<file path="src/rtl/bias_seq_pkg.sv">
package bias_seq_pkg;

  typedef enum logic [1:0] {
    RAMP_FAST_LD = 2'b00,
    RAMP_FAST    = 2'b01,
    RAMP_SLOW    = 2'b10,
    RAMP_SLOWEST = 2'b11
  } ramp_code_e;

  typedef enum logic [1:0] {
    ST_IDLE = 2'b00,
    ST_RAMP = 2'b01,
    ST_DONE = 2'b10
  } seq_state_e;

  localparam logic [1:0] RAMP_RESET = RAMP_SLOW;
  localparam int unsigned MAX_MS = 170;

  // settle delay in milliseconds for each ramp code
  function automatic int unsigned ramp_ms(input logic [1:0] code);
    case (code)
      RAMP_FAST_LD: ramp_ms = 10;
      RAMP_FAST:    ramp_ms = 40;
      RAMP_SLOW:    ramp_ms = 90;
      default:      ramp_ms = MAX_MS;
    endcase
  endfunction

endpackage

</file>
<file path="src/rtl/bias_cfg_regs.sv">
module bias_cfg_regs
  import bias_seq_pkg::*;
(
  input  logic       clk,
  input  logic       rst,
  input  logic       cfg_wr,
  input  logic [1:0] cfg_ramp,
  input  logic       cfg_pd,
  input  logic       rej_rd,
  input  logic       lock,
  output logic [1:0] ramp_q,
  output logic       pd_q,
  output logic       rej_q
);

  logic ramp_load;
  logic wr_blocked;

  assign ramp_load  = cfg_wr && !lock;
  assign wr_blocked = cfg_wr && lock;

  always_ff @(posedge clk) begin
    if (rst) begin
      ramp_q <= RAMP_RESET;
      pd_q   <= 1'b0;
      rej_q  <= 1'b0;
    end else begin
      if (ramp_load) ramp_q <= cfg_ramp;
      if (cfg_wr)    pd_q   <= cfg_pd;
      if (wr_blocked)  rej_q <= 1'b1;
      else if (rej_rd) rej_q <= 1'b0;
    end
  end

endmodule

</file>
<file path="src/rtl/bias_delay_ctr.sv">
module bias_delay_ctr
  import bias_seq_pkg::*;
#(
  parameter int unsigned TICKS_PER_MS = 1000,
  parameter int unsigned CNT_W        = 18
) (
  input  logic       clk,
  input  logic       rst,
  input  logic       pwr_req,
  input  logic       tick_en,
  input  logic [1:0] ramp_code,
  output logic       busy,
  output logic       valid
);

  seq_state_e         state;
  logic [CNT_W-1:0]   cnt;
  logic [CNT_W-1:0]   limit;
  logic               count_done;

  assign limit      = CNT_W'(ramp_ms(ramp_code) * TICKS_PER_MS);
  assign count_done = (state == ST_RAMP) && tick_en && (cnt == limit - 1'b1);

  always_ff @(posedge clk) begin
    if (rst) begin
      state <= ST_IDLE;
      cnt   <= '0;
    end else if (!pwr_req) begin
      state <= ST_IDLE;
      cnt   <= '0;
    end else begin
      case (state)
        ST_IDLE: begin
          state <= ST_RAMP;
          cnt   <= '0;
        end
        ST_RAMP: begin
          if (count_done)   state <= ST_DONE;
          else if (tick_en) cnt   <= cnt + 1'b1;
        end
        default: state <= ST_DONE;
      endcase
    end
  end

  assign busy  = (state == ST_RAMP);
  assign valid = (state == ST_DONE);

endmodule

</file>
<file path="src/rtl/bias_seq_top.sv">
module bias_seq_top
  import bias_seq_pkg::*;
#(
  parameter int unsigned TICKS_PER_MS = 1000,
  localparam int unsigned CNT_W = $clog2(MAX_MS * TICKS_PER_MS + 1)
) (
  input  logic       clk,
  input  logic       rst,
  input  logic       tick_en,
  input  logic       pwr_req,
  input  logic       cfg_wr,
  input  logic [1:0] cfg_ramp,
  input  logic       cfg_pd,
  input  logic       rej_rd,
  output logic [1:0] ramp_code,
  output logic       pd_on,
  output logic       busy,
  output logic       status_valid,
  output logic       wr_rejected
);

  logic ramp_lock;

  assign ramp_lock = busy;

  bias_cfg_regs u_regs (
    .clk      (clk),
    .rst      (rst),
    .cfg_wr   (cfg_wr),
    .cfg_ramp (cfg_ramp),
    .cfg_pd   (cfg_pd),
    .rej_rd   (rej_rd),
    .lock     (ramp_lock),
    .ramp_q   (ramp_code),
    .pd_q     (pd_on),
    .rej_q    (wr_rejected)
  );

  bias_delay_ctr #(
    .TICKS_PER_MS (TICKS_PER_MS),
    .CNT_W        (CNT_W)
  ) u_ctr (
    .clk       (clk),
    .rst       (rst),
    .pwr_req   (pwr_req),
    .tick_en   (tick_en),
    .ramp_code (ramp_code),
    .busy      (busy),
    .valid     (status_valid)
  );

endmodule

</file>
<file path="config.mk">
export PLATFORM = sky130hd
export DESIGN_NAME = bias_seq_top
export DESIGN_NICKNAME = d
export VERILOG_FILES = /design/src/rtl/bias_seq_pkg.sv /design/src/rtl/bias_cfg_regs.sv /design/src/rtl/bias_delay_ctr.sv /design/src/rtl/bias_seq_top.sv
export SDC_FILE = /design/constraint.sdc
export NUM_CORES = 1
export LEC_CHECK = 0
export BUFFER_PORTS_ARGS = -buffer_cell sky130_fd_sc_hd__buf_2
export CORE_ASPECT_RATIO = 1.5
export CORE_MARGIN = 2
export CORE_UTILIZATION = 55
export CTS_CLUSTER_DIAMETER = 60
export CTS_CLUSTER_SIZE = 30
export DETAILED_ROUTE_END_ITERATION = 10
export PLACE_DENSITY = 0.82
export SETUP_SLACK_MARGIN = 0.1
export SLEW_MARGIN = 20
export SYNTH_ARGS = -nofsm -noshare
export SYNTH_HDL_FRONTEND = slang
export SYNTH_HIERARCHICAL = 1
export SYNTH_SLANG_ARGS = --single-unit
</file>
<file path="constraint.sdc">
create_clock -name clk -period 2.4 [get_ports clk]
set_input_delay 0.48 -clock clk [delete_from_list [all_inputs] [get_ports clk]]
set_output_delay 0.48 -clock clk [all_outputs]
set_load 0.05 [all_outputs]
</file>
# Word level (Yosys, flattened, before mapping)
# Index checks and enable logic that the tools add are counted.
# Widths: inputs -> output; s select.
# totals
regBits	24
in_bits	9
word_cells	36
output_inout_bits	6
# classes
n_bitwise	1
muxes	8
n_mul	1
n_addsub	2
eq_ne	8
reduce_logical	11
# ops
operator	count
$mux 18	2
$pmux 18 s2	1
$pmux 8 s3	1
$add 18x1->18 const B	1
$eq 18x18->1	1
$sub 18x1->18 const B	1
$mul 8x7->15 const B	1
$eq 2x1->1 const B	2
$eq 2x2->1 const B	2
$logic_and 1x1->1	4
$logic_not 2->1	2
$ne 2x2->1 const B	2
$pmux 2 s2	1
$reduce_bool 2->1	2
$reduce_and 3->1	1
$mux 1	2
$mux 2	1
$ne 2x1->1 const B	1
$reduce_or 2->1	1
$logic_not 1->1	1
$not 1->1	1

# Depth between registers and ports, before layout
# Gate-level depths: netlist of run 1.
# logic_depth
depth_word	8
mapped_depth	8
ltp_nobuf	7

# By module
# The synthesis of run 1 kept the hierarchy.
# by_module_without_submodules
mod	instances	area_per_inst_um2	cells_per_inst	seq_area_each_um2
bias_delay_ctr	1	1257.5	153	400.4
bias_cfg_regs	1	162.7	16	80.1

# Worst setup path before layout of run 1
# No wires, ideal clock.
# synth_timing
path_kind	flip-flop to flip-flop
from	reg u_regs.ramp_q[1]
to	reg u_ctr.cnt[11]
arrival_time_ns	2.108
setup_time_ns	0.136
period_less_slack_ns	2.244
t_required_ns	2.264
path_buffers	1
path_stages_with_launch	8
setup_slack_ns	0.156
cell_sequence	dfxtp_1 buf_4 nand2b_4 a2111oi_2 nand4_2 o21ai_4 mux2i_1 a211oi_2
# synth_via
elab_chain_cells	8
elab_cells_between_ends	10
cone_classes	1 x add/sub; 1 x mul; 4 x eq/ne; 1 x mux; 3 x reduce/logical
# synth_rtl
item	line_no	source
start, declared	bias_cfg_regs.sv:11	output logic [1:0] ramp_q,
start signal, assigned	bias_cfg_regs.sv:28	if (ramp_load) ramp_q <= cfg_ramp;
$eq 2x2->1 (tied with other cells)	bias_seq_pkg.sv:21	case (code)
$pmux 8 s3 *	bias_seq_pkg.sv:21	
$mul 8x7->15 *	bias_delay_ctr.sv:21	assign limit = CNT_W'(ramp_ms(ramp_code) * TICKS_PER_MS);
$sub 18x1->18 *	bias_delay_ctr.sv:22	assign count_done = (state == ST_RAMP) && tick_en && (cnt == limit - 1'b1);
$eq 18x18->1 *	bias_delay_ctr.sv:22	
$logic_and 1x1->1 *	bias_delay_ctr.sv:22	
$ne 2x2->1 (no line) *	n/a	
$reduce_and 3->1 (no line) *	n/a	
end signal, assigned	bias_delay_ctr.sv:39	else if (tick_en) cnt <= cnt + 1'b1;
end, declared	bias_delay_ctr.sv:17	logic [CNT_W-1:0] cnt;
# Every way passes the cells marked *; elsewhere a longest branch is shown, timed or not.
# A chain may end at the register's enable or synchronous reset.

# Worst setup path after layout of run 1
# layout_timing
from	reg u_ctr.state[0]
to	out busy
# layout_via
elab_chain_cells	1
# layout_rtl
item	line_no	source
start, declared	bias_delay_ctr.sv:16	seq_state_e state;
start signal, assigned	bias_delay_ctr.sv:26	state <= ST_IDLE;
start signal, assigned	bias_delay_ctr.sv:29	state <= ST_IDLE;
start signal, assigned	bias_delay_ctr.sv:34	state <= ST_RAMP;
$eq 2x1->1	bias_delay_ctr.sv:46	assign busy = (state == ST_RAMP);
end, declared	bias_seq_top.sv:17	output logic busy,
# No other way between the ends.

==> run metrics, run 1 <==
maximum number of pins on one net before global-route repair 15; Mapped Avg Cell Area around 8.4 um^2; number of antenna violations at the first check in global routing 0; number of max-slew violations in the final report 0; Post-CTS Setup Repair Bufs 0; starting utilization of the core area just under 60%; path category of the worst min-delay check input port to flip-flop; number of endpoints with negative hold slack in the final report 0; synth cell count leaders 24 x sky130_fd_sc_hd__dfxtp_1, 21 x sky130_fd_sc_hd__nor2_1, 12 x sky130_fd_sc_hd__nand2_1; part of the Yosys area used for sequential elements between 30 and 40%; fin nets 191; count of vias placed by the detailed router roughly 1400; Max-slew headroom 60.88%; fraction of layout cells with a size suffix above 1 between 10% and 20%; static leakage power approximately 0.56 nW; largest cells by area after synthesis sky130_fd_sc_hd__dfxtp_1 34%, sky130_fd_sc_hd__mux2i_1 5.6%, sky130_fd_sc_hd__nor2_1 5.6%; cell type with the highest aggregate area in the netlist sky130_fd_sc_hd__dfxtp_1; total of hold buffers inserted after clock tree synthesis 0; TritonCTS Sinks 24; worst skew pair latency around 0.32 ns; number of remaining DRC errors 0; portion of total power attributed to combinational logic 10.1%; residual antenna-violating net count after detailed routing 0; relative area change from synthesis to final layout 8.634%; classification of the worst setup path flip-flop to primary output; Async S/R FF share, synth 0%; worst-case register-to-register setup slack approximately 0.22 ns; Setup Viol. Count Final 0; global-route usage over all layers a little over a quarter; arrival time worst endpoint around 1.7 ns; die outline height about 66 um; post-layout minimum cycle time 2.211 ns; EDFF count, synth 0; router iterations before antenna repair 4; Multi-input gate area between 800 and 900 um^2; Clk Tree Root Cell sky130_fd_sc_hd__clkbuf_4; most common cell in the netlist sky130_fd_sc_hd__dfxtp_1; post-placement cell count just under 200; fraction of post-synthesis cell area in the top cell type by area between 30% and 40%; Power Internal about 600 uW; wire length of the first global-routing pass 5989 um; Fillers 195; required time worst endpoint approximately 1.9 ns; Top FF cell, synth sky130_fd_sc_hd__dfxtp_1; CP Launch Type flip-flop; clock share of power between 30% and 40%; net switching fraction of the power between 20% and 30%; period utilisation layout between 90 and 100%; maximum clock frequency approximately 450 MHz; initial detailed-routing violation count 93; Clock Skews approximately 0.008 ns; number of placement rows 22; sequential cell fraction of total power about 53%; CTS-repair resized insts 0; vias in the first global route 1302; endpoint kind of the worst setup timing path primary output; cell count after synthesis about 170; DP HPWL about 2500 um; non-filler instance count after layout approximately 200; yosys warns 6; grt total ovfl 0; maximum root-to-sink buffer count 2; Die Span X 45.49 um; Inserted Clock Buffers 3; core region area between 2000 and 2500 um^2; CTS H-tree lvls 1; post-CTS clock slew at the launch and capture registers of the worst setup and hold paths ~0.14 ns; Worst Tran Pin Value just under 0.6 ns; result of the run complete, no violations; total power per unit cell area approximately 510 nW/um^2; Setup Total Neg Slack 0 ns; CTS tree built; flip-flop and latch count after synthesis 24; Max FO, Critical Path 14; number of antenna diodes 0; max capacitance violation total 0; peak ir drop on the vdd network 0.5957 mV; net switching component of the power between 150 and 200 uW; cell area after synthesis between 1000 and 1500 um^2; buffers added on ports 14; Mapped Nets 179; distinct cell type count of the synthesized netlist 48; total die area roughly 3000 um^2; flip-flop and latch area around 480 um^2; drt total wl about 3800 um; setup repair after global routing missed its margin no; detail-routed via count per cell 6.877; final weighted congestion of routability-driven global placement just over 0.9; Boundary Pins 15; Routed wire per std cell 18.40 um
flip-flops by register name, summed over array words and instances (netlist names):
| signal | cells |
|---|---|
| u_regs/rej_q | 1 |
| u_regs/ramp_q | 2 |
| u_ctr/cnt | 18 |
| u_regs/pd_q | 1 |
| u_ctr/state | 2 |
logic make-up after synthesis:
group	count (synthesis)	synth area share, %
adder cells (fa/ha/maj)	1	0.8809
buffers and inverters	16	5.110
XOR/XNOR	9	5.551
multiplexers	8	5.639
AND/OR/NAND/NOR	77	30.13
flip-flops	24	33.83
AO/OA/AOI/OAI	34	18.85
layer usage:
| layer | vias up | GRT usage (%) | share of wire (%) |
|---|---|---|---|
| li1 | 640 | - | - |
| met1 | 644 | 30.41 | 36 |
| met2 | 84 | 43.13 | 50 |
| met3 | 35 | 6.284 | 6.4 |
| met4 | 0 | 19.49 | 7.6 |
| met5 | - | 0 | 0 |
area by class of cell:
cell class | count | share of cell area, %
timing repair buffer | 15 | 5.028
tap | 24 | 1.946
clock inverter | 1 | 1.946
multi-input combinational | 130 | 56.77
sequential | 24 | 31.14
inverter | 7 | 1.703
clock buffer | 3 | 1.460
per-stage QoR:
| stage | instance area, um^2 | total power [mW] | setup slack, ns | hold WS, ns | util, % |
|---|---|---|---|---|---|
| final | 1543 | 0.7939 | 0.1891 | 0.3649 | 62.97 |
| after detailed placement | 1481 | 0.5039 | 0.2904 | 0.4697 | 60.47 |
| after global placement | 1481 | 0.5003 | 0.3750 | 0.4506 | 60.47 |
| after CTS | 1534 | 0.7964 | 0.2254 | 0.3690 | 62.61 |
| after floorplan | 1420 | 0.4842 | 0.1561 | 0.4646 | - |
| after global routing | 1543 | 0.8170 | 0.08457 | 0.3726 | 62.97 |
cell usage in the layout (no fill, tap or decap), drive strengths merged, types with 2 or more instances in the layout:
cell type and count:
a211o 2, a211oi 8, a21oi 4, a31oi 3
buf 15, clkbuf 3, dfxtp 24, inv 7
mux2i 8, nand2 12, nand2b 6, nand3 9
nand4 5, nor2 21, nor2b 2, nor3 3
nor4 2, o2111ai 4, o211ai 2, o21ai 7
or2 3, or3 4, xnor2 3, xor2 6
worst max-delay path, stage by stage, from the launching register on:
cell                      delay, ns
sky130_fd_sc_hd__dfxtp_1       0.66
sky130_fd_sc_hd__inv_1         0.28
sky130_fd_sc_hd__nor2_1        0.19
sky130_fd_sc_hd__buf_2         0.28
path summary, 6_finish.rpt:
check / start / end / cells after the start
setup / recovery: u_ctr/state[0]$_SDFFE_PP0P_ / busy / 3
hold / removal: rst / u_regs/rej_q$_SDFFE_PP0P_ / 2
setup reg to reg: u_ctr/cnt[0]$_SDFFE_PP0P_ / u_ctr/cnt[11]$_SDFFE_PP0P_ / 7
hold reg to reg: u_regs/rej_q$_SDFFE_PP0P_ / u_regs/rej_q$_SDFFE_PP0P_ / 2
power groups by stage:
| stage | combinational, mW | clock [mW] | sequential [mW] |
|---|---|---|---|
| 2_1_floorplan | 0.0540 | 0 | 0.430 |
| 3_3_place_gp | 0.0752 | 0 | 0.425 |
| 3_5_place_dp | 0.0779 | 0 | 0.426 |
| 4_1_cts | 0.0785 | 0.301 | 0.417 |
| 5_1_grt | 0.0851 | 0.313 | 0.419 |
| 6_report | 0.0801 | 0.296 | 0.418 |
(Power assumes the default switching activity.)
==> run 2: changes to the inputs <==
==> constraint.sdc (replaced) <==
create_clock -name clk -period 2.4 [get_ports clk]
set_input_delay 0.48 -clock clk [delete_from_list [all_inputs] [get_ports clk]]
set_output_delay 0.48 -clock clk [all_outputs]
set_load 0.005 [all_outputs]
==> run metrics, run 2 (same netlist as run 1, synthesis figures left out) <==
post-place instance area 1481 um^2; setup slack after layout about 0.22 ns; worst flop-to-flop path endpoint u_ctr/cnt[1]$_SDFFE_PP0P_; buffers added on ports 14; portion of total power attributed to combinational logic about a tenth; Fillers roughly 200; Max FO, Critical Path 7; period utilisation layout slightly above 90%; starting utilization of the core area a little under 60%; endpoint kind of the worst setup timing path flip-flop; clock share of power around a quarter; die outline height between 60 and 70 um; Boundary Pins 15; start of the worst register-to-register path u_ctr/cnt[11]$_SDFFE_PP0P_; register with the most flip-flops u_ctr/cnt; core region area between 2000 and 2500 um^2; max capacitance violation total 0; CTS tree built; post-CTS clock slew at the launch and capture registers of the worst setup and hold paths 0.12 ns; Clk Tree Root Cell sky130_fd_sc_hd__clkbuf_4; DP HPWL roughly 2400 um; router iterations before antenna repair 5; required time worst endpoint around 2.6 ns; number of placement rows 22; number of remaining DRC errors 0; Max-slew headroom 68.23%; relative area change from synthesis to final layout 6.784%; vias in the first global route about 1300; maximum clock frequency 459.6 MHz; drt total wl between 3000 and 4000 um; Setup Total Neg Slack 0 ns; post-placement cell count 199; non-filler instance count after layout just over 200; Worst Tran Pin Value roughly 0.47 ns; final weighted congestion of routability-driven global placement between 0.9 and 1; post-layout minimum cycle time roughly 2.2 ns; worst skew pair latency about 0.3 ns; number of max-slew violations in the final report 0; CP Launch Type flip-flop; worst-case register-to-register setup slack 0.22 ns; total power per unit cell area around 430 nW/um^2; Routed wire per std cell ~17 um; worst hold path depth 2; count of vias placed by the detailed router ~1400; global-route usage over all layers 26.72%; sequential cell fraction of total power 64.4%; net switching fraction of the power 24.25%; peak ir drop on the vdd network around 0.29 mV; classification of the worst setup path flip-flop to flip-flop; total die area between 3000 and 4000 um^2; detail-routed via count per cell a little under 7; worst-case hold path end point u_regs/rej_q$_SDFFE_PP0P_; maximum root-to-sink buffer count 2; post-layout instance area ~1500 um^2; fin nets 191; FF-to-FF path depth 6; Inserted Clock Buffers 3; Clock Skews approximately 0.0030 ns; path category of the worst min-delay check input port to flip-flop; Die Span X about 45 um; post-layout util roughly 62%; residual antenna-violating net count after detailed routing 0; wire length of the first global-routing pass just under 6000 um; grt total ovfl 0; arrival time worst endpoint approximately 2.4 ns; static leakage power approximately 0.55 nW; Power Internal between 400 and 500 uW; number of antenna diodes 0; largest registers u_ctr/cnt (18), u_ctr/state (2), u_regs/ramp_q (2); setup repair after global routing missed its margin no; critical hold path startpoint rst; initial detailed-routing violation count 82; maximum number of pins on one net before global-route repair 15; number of endpoints with negative hold slack in the final report 0; Post-Place Worst Slack roughly 0.3 ns; result of the run complete, no violations; number of antenna violations at the first check in global routing 0; net switching component of the power between 150 and 200 uW; Post-CTS Setup Repair Bufs 0; max reg flops 18; fraction of layout cells with a size suffix above 1 18.44%; CTS H-tree lvls 1; most frequent cells in the layout 21 x sky130_fd_sc_hd__nor2_1, 21 x sky130_fd_sc_hd__dfxtp_1, 14 x sky130_fd_sc_hd__buf_2, 12 x sky130_fd_sc_hd__nand2_1, 9 x sky130_fd_sc_hd__nand3_1; TritonCTS Sinks 24; Setup Viol. Count Final 0
run 2: cell types whose count changed in the layout (fill, tap and decap cells not counted):
cell,change
sky130_fd_sc_hd__bufinv_16,-1
sky130_fd_sc_hd__dfxtp_1,-3
sky130_fd_sc_hd__dfxtp_2,+3
run 2: metrics by stage:
step	hold slack, ns	power (mW)
after floorplan	0.4553	0.4662
after global placement	0.4508	0.4821
after detailed placement	0.4671	0.4857
after CTS	0.3828	0.6539
after global routing	0.3676	0.6831
final	0.3887	0.6489
run 2: worst max-delay path: stages, from the launching register on:
cell                        delay (ns)
sky130_fd_sc_hd__dfxtp_1          0.48
sky130_fd_sc_hd__nor4bb_1         0.50
sky130_fd_sc_hd__a2111oi_2        0.13
sky130_fd_sc_hd__nand4_2          0.20
sky130_fd_sc_hd__o21ai_2          0.11
sky130_fd_sc_hd__or4b_1           0.52
sky130_fd_sc_hd__a31oi_1          0.17
run 2: area by class of cell:
| class | count | area, um^2 | share of cell area, % |
|---|---|---|---|
| multi-input cells | 130 | 875.8 | 57.76 |
| clock buffers | 3 | 22.52 | 1.485 |
| repair buffers | 15 | 77.57 | 5.116 |
| inverters | 7 | 26.28 | 1.733 |
| flip-flops and latches | 24 | 484.2 | 31.93 |
| well taps | 24 | 30.03 | 1.980 |
run 2: power groups by stage:
stage	sequential [mW]	combinational (mW)	clock [mW]
2_1_floorplan	0.417	0.0490	0
3_3_place_gp	0.425	0.0571	0
3_5_place_dp	0.426	0.0595	0
4_1_cts	0.417	0.0604	0.176
5_1_grt	0.420	0.0676	0.195
6_report	0.418	0.0619	0.169
run 2: layer usage:
metal	global-route usage [%]	routed length, um
met5	0	0
met4	19.85	193
met3	6.011	285
met2	39.79	1662
met1	32.20	1263
run 2: how the worst max path moves through the flow:
stage / from / endpoint / cells after the start
after floorplan: tick_en / u_ctr/cnt[11]$_SDFFE_PP0P_ / 7
after global placement: u_regs/ramp_q[0]$_SDFFE_PP0P_ / u_ctr/cnt[11]$_SDFFE_PP0P_ / 6
after detailed placement: u_regs/ramp_q[0]$_SDFFE_PP0P_ / u_ctr/cnt[11]$_SDFFE_PP0P_ / 6
after CTS: u_regs/ramp_q[0]$_SDFFE_PP0P_ / u_ctr/cnt[11]$_SDFFE_PP0P_ / 6
after global routing: u_ctr/cnt[0]$_SDFFE_PP0P_ / u_ctr/cnt[4]$_SDFFE_PP0P_ / 7
final: u_ctr/cnt[11]$_SDFFE_PP0P_ / u_ctr/cnt[1]$_SDFFE_PP0P_ / 6
run 2: timing repair:
item | in CTS | in global routing
hold buffers | 0 | 0
setup endpoints to repair | 0 | 7
resized for setup | 0 | 3
==> run 3: changes to the inputs <==
--- a/config.mk
+++ b/config.mk
@@ -5,6 +5,7 @@
 export SDC_FILE = /design/constraint.sdc
 export NUM_CORES = 1
 export LEC_CHECK = 0
+export ABC_AREA = 1
 export BUFFER_PORTS_ARGS = -buffer_cell sky130_fd_sc_hd__buf_2
 export CORE_ASPECT_RATIO = 1.5
 export CORE_MARGIN = 2
==> run metrics, run 3 <==
starting utilization of the core area between 50% and 60%; Multi-input gate area about 980 um^2; TritonCTS Sinks 24; maximum clock frequency approximately 470 MHz; simple logic cell fraction of the synthesized area between 40% and 50%; xor/xnor share of the synthesized area 7.650%; CTS tree built; number of remaining DRC errors 0; max capacitance violation total 0; peak ir drop on the vdd network between 0.3 and 0.4 mV; flip-flop and latch area 480.5 um^2; static leakage power 0.6160 nW; required time worst endpoint 2.54 ns; CP Launch Type flip-flop; sequential cell fraction of total power 47.7%; total of hold buffers inserted after clock tree synthesis 0; cell area after synthesis roughly 1600 um^2; global-route usage over all layers between 20% and 30%; flip-flop and latch count after synthesis 24; die outline height 70.12 um; drt total wl between 4000 and 5000 um; cell type with the highest aggregate area in the netlist sky130_fd_sc_hd__dfxtp_1; worst skew pair latency between 0.2 and 0.3 ns; power after layout 868.6 uW; leading cell type in the layout, fill and taps excluded sky130_fd_sc_hd__nand2_1; Post-Place Worst Slack a little under 0.4 ns; distinct cell type count of the synthesized netlist 30; worst hold path depth 2; core region area roughly 2900 um^2; maximum number of pins on one net before global-route repair 20; number of antenna violations at the first check in global routing 0; Mapped Nets between 200 and 300; register with the most flip-flops u_ctr/cnt; Top FF cell, synth sky130_fd_sc_hd__dfxtp_1; portion of total power attributed to combinational logic between 10 and 15%; most common cell in the netlist sky130_fd_sc_hd__nand2_1; fraction of layout cells with a size suffix above 1 a little over a tenth; Max FO, Critical Path 19; Setup Viol. Count Final 0; cell repeated most along the worst path sky130_fd_sc_hd__nand2_1; Fillers ~280; Worst Tran Pin Value roughly 0.53 ns; Clk Tree Root Cell sky130_fd_sc_hd__clkbuf_8; Setup Total Neg Slack 0 ns; Async S/R FF share, synth 0%; post-layout minimum cycle time 2.109 ns; critical hold path startpoint rst; CTS-repair resized insts 0; setup repair after global routing missed its margin no; CTS H-tree lvls 1; cell count after synthesis around 260; period utilisation layout roughly 88%; FF-to-FF path depth 10; vias in the first global route between 1500 and 2000; relative area change from synthesis to final layout 9.602%; worst flop-to-flop path endpoint u_ctr/cnt[17]$_SDFFE_PP0P_; Clock Skews around 0.0018 ns; setup slack after layout roughly 0.29 ns; Mapped Avg Cell Area roughly 6.2 um^2; maximum root-to-sink buffer count 2; multiplexer fraction of the synthesized cell area 0%; most frequent cells in the layout 69 x sky130_fd_sc_hd__nand2_1, 45 x sky130_fd_sc_hd__nor2_1, 32 x sky130_fd_sc_hd__nand3_1, 24 x sky130_fd_sc_hd__dfxtp_1, 22 x sky130_fd_sc_hd__inv_1; endpoint kind of the worst setup timing path flip-flop; Post-CTS Setup Repair Bufs 0; standard cell with the maximum stage delay on the critical path sky130_fd_sc_hd__dfxtp_1; detail-routed via count per cell between 5 and 6; count of vias placed by the detailed router about 1700; worst-case hold path end point u_regs/rej_q$_SDFFE_PP0P_; fraction of post-synthesis cell area in the top cell type by area about 30%; result of the run complete, no violations; number of max-slew violations in the final report 0; Max-slew headroom between 60% and 70%; arrival time worst endpoint between 2 and 2.5 ns; fin nets roughly 280; number of endpoints with negative hold slack in the final report 0; area fraction in compound gates after synthesis between 8 and 9%; net switching fraction of the power between 20 and 25%; part of the Yosys area used for sequential elements between 20 and 30%; wire length of the first global-routing pass 7003 um; worst stage delay on the critical path roughly 0.45 ns; number of antenna diodes 0; critical-path cell list ha_1 > nand2_1 > nor2_4 > nand3_1 > nor2_1 > nand3_2 > nand3_4 > nand2_4 > nand2_1 > a21oi_1; Routed wire per std cell between 10 and 15 um; Inserted Clock Buffers 3; EDFF count, synth 0; grt total ovfl 0; DP HPWL roughly 3000 um; total die area about 3400 um^2; router iterations before antenna repair 6; final weighted congestion of routability-driven global placement a little under 1; net switching component of the power around 210 uW; max reg flops 18; synth cell count leaders 69 x sky130_fd_sc_hd__nand2_1, 45 x sky130_fd_sc_hd__nor2_1, 32 x sky130_fd_sc_hd__nand3_1; post-CTS clock slew at the launch and capture registers of the worst setup and hold paths approximately 0.09 ns; worst hold slack across all endpoints approximately 0.4 ns; adder-cell share of the synthesized area 0.7806%; Die Span X 48.08 um; worst-case register-to-register setup slack about 0.29 ns; path category of the worst min-delay check input port to flip-flop; initial detailed-routing violation count 85; dominant combinational cell family by area after synthesis simple AND/OR/NAND/NOR gates; total power per unit cell area ~490 nW/um^2; buffers added on ports 14; clock share of power about two fifths; yosys warns 6; residual antenna-violating net count after detailed routing 0; largest registers u_ctr/cnt (18), u_ctr/state (2), u_regs/ramp_q (2); largest cells by area after synthesis sky130_fd_sc_hd__dfxtp_1 30%, sky130_fd_sc_hd__nand2_1 16%, sky130_fd_sc_hd__nor2_1 11%; Boundary Pins 15; classification of the worst setup path flip-flop to flip-flop; number of placement rows 24; Power Internal 658.3 uW; start of the worst register-to-register path u_ctr/cnt[0]$_SDFFE_PP0P_
-- run 3: cell count changes in the layout (fill, tap and decap cells not counted), sizes merged, moves of 6 or more --
| cell | delta |
|---|---|
| inv | +17 |
| a21oi | +18 |
| nand2 | +59 |
| nand2b | -6 |
| nand3 | +25 |
| nor2 | +25 |
| mux2i | -8 |
| a211oi | -8 |
| xor2 | +6 |
-- run 3: cell families (layout without fill, tap and decap cells) --
kind of cell,count (synthesis),after routing
XOR/XNOR,14,14
flip-flops,24,24
AND/OR/NAND/NOR,162,162
buffers and inverters,32,45
AO/OA/AOI/OAI,25,25
adder cells (fa/ha/maj),1,1
-- run 3: routing by layer --
metal | GRT usage [%] | routed length (um) | up-vias | share of wire (%)
li1 | - | - | 851 | -
met1 | 29.29 | 1436 | 762 | 35
met2 | 48.00 | 2179 | 95 | 53
met3 | 5.685 | 294 | 29 | 7.1
met4 | 17.12 | 216 | 0 | 5.2
met5 | 0 | 0 | - | 0
-- run 3: power by group through the flow --
stage	logic [mW]	clock network (mW)	registers (mW)
CTS	0.0963	0.362	0.415
detailed placement	0.0962	0	0.424
floorplan	0.0736	0	0.420
global route	0.109	0.378	0.416
global placement	0.0942	0	0.424
finish	0.0972	0.357	0.415
-- run 3: worst max-delay path by stage --
| stage | from | end | slack (ns) | cells after the start |
|---|---|---|---|---|
| global placement | u_ctr/cnt[0]$_SDFFE_PP0P_ | u_ctr/cnt[16]$_SDFFE_PP0P_ | 0.49 | 10 |
| floorplan | u_ctr/cnt[0]$_SDFFE_PP0P_ | u_ctr/cnt[10]$_SDFFE_PP0P_ | 0.66 | 11 |
| detailed placement | u_ctr/cnt[0]$_SDFFE_PP0P_ | u_ctr/cnt[17]$_SDFFE_PP0P_ | 0.39 | 10 |
| CTS | u_ctr/cnt[0]$_SDFFE_PP0P_ | u_ctr/cnt[17]$_SDFFE_PP0P_ | 0.35 | 10 |
| finish | u_ctr/cnt[0]$_SDFFE_PP0P_ | u_ctr/cnt[17]$_SDFFE_PP0P_ | 0.29 | 10 |
| global route | u_ctr/cnt[0]$_SDFFE_PP0P_ | u_ctr/cnt[13]$_SDFFE_PP0P_ | 0.19 | 10 |
-- run 3: cell type report --
| type | instances | area share [%] |
|---|---|---|
| Timing Repair Buffer | 16 | 4.843 |
| Sequential cell | 24 | 27.35 |
| Clock inverter | 1 | 1.709 |
| Clock buffer | 3 | 2.350 |
| Tap cell | 39 | 2.778 |
| Inverter | 25 | 5.342 |
| Multi-Input combinational cell | 202 | 55.63 |
-- run 3: critical path, delay by kind of cell, from the launching register on --
family / cells / cell delay, ns
flops: 1 / 0.45
fa+ha+maj: 1 / 0.27
simple gates: 8 / 1.18
compound gates: 1 / 0.07
-- run 3: stage by stage --
step	std cells	util [%]	instance area, um^2
2_1_floorplan	258	-	1603
3_3_place_gp	306	59.08	1685
3_5_place_dp	306	59.08	1685
4_1_cts	310	61.58	1757
5_1_grt	310	61.58	1757
6_report	310	61.58	1757
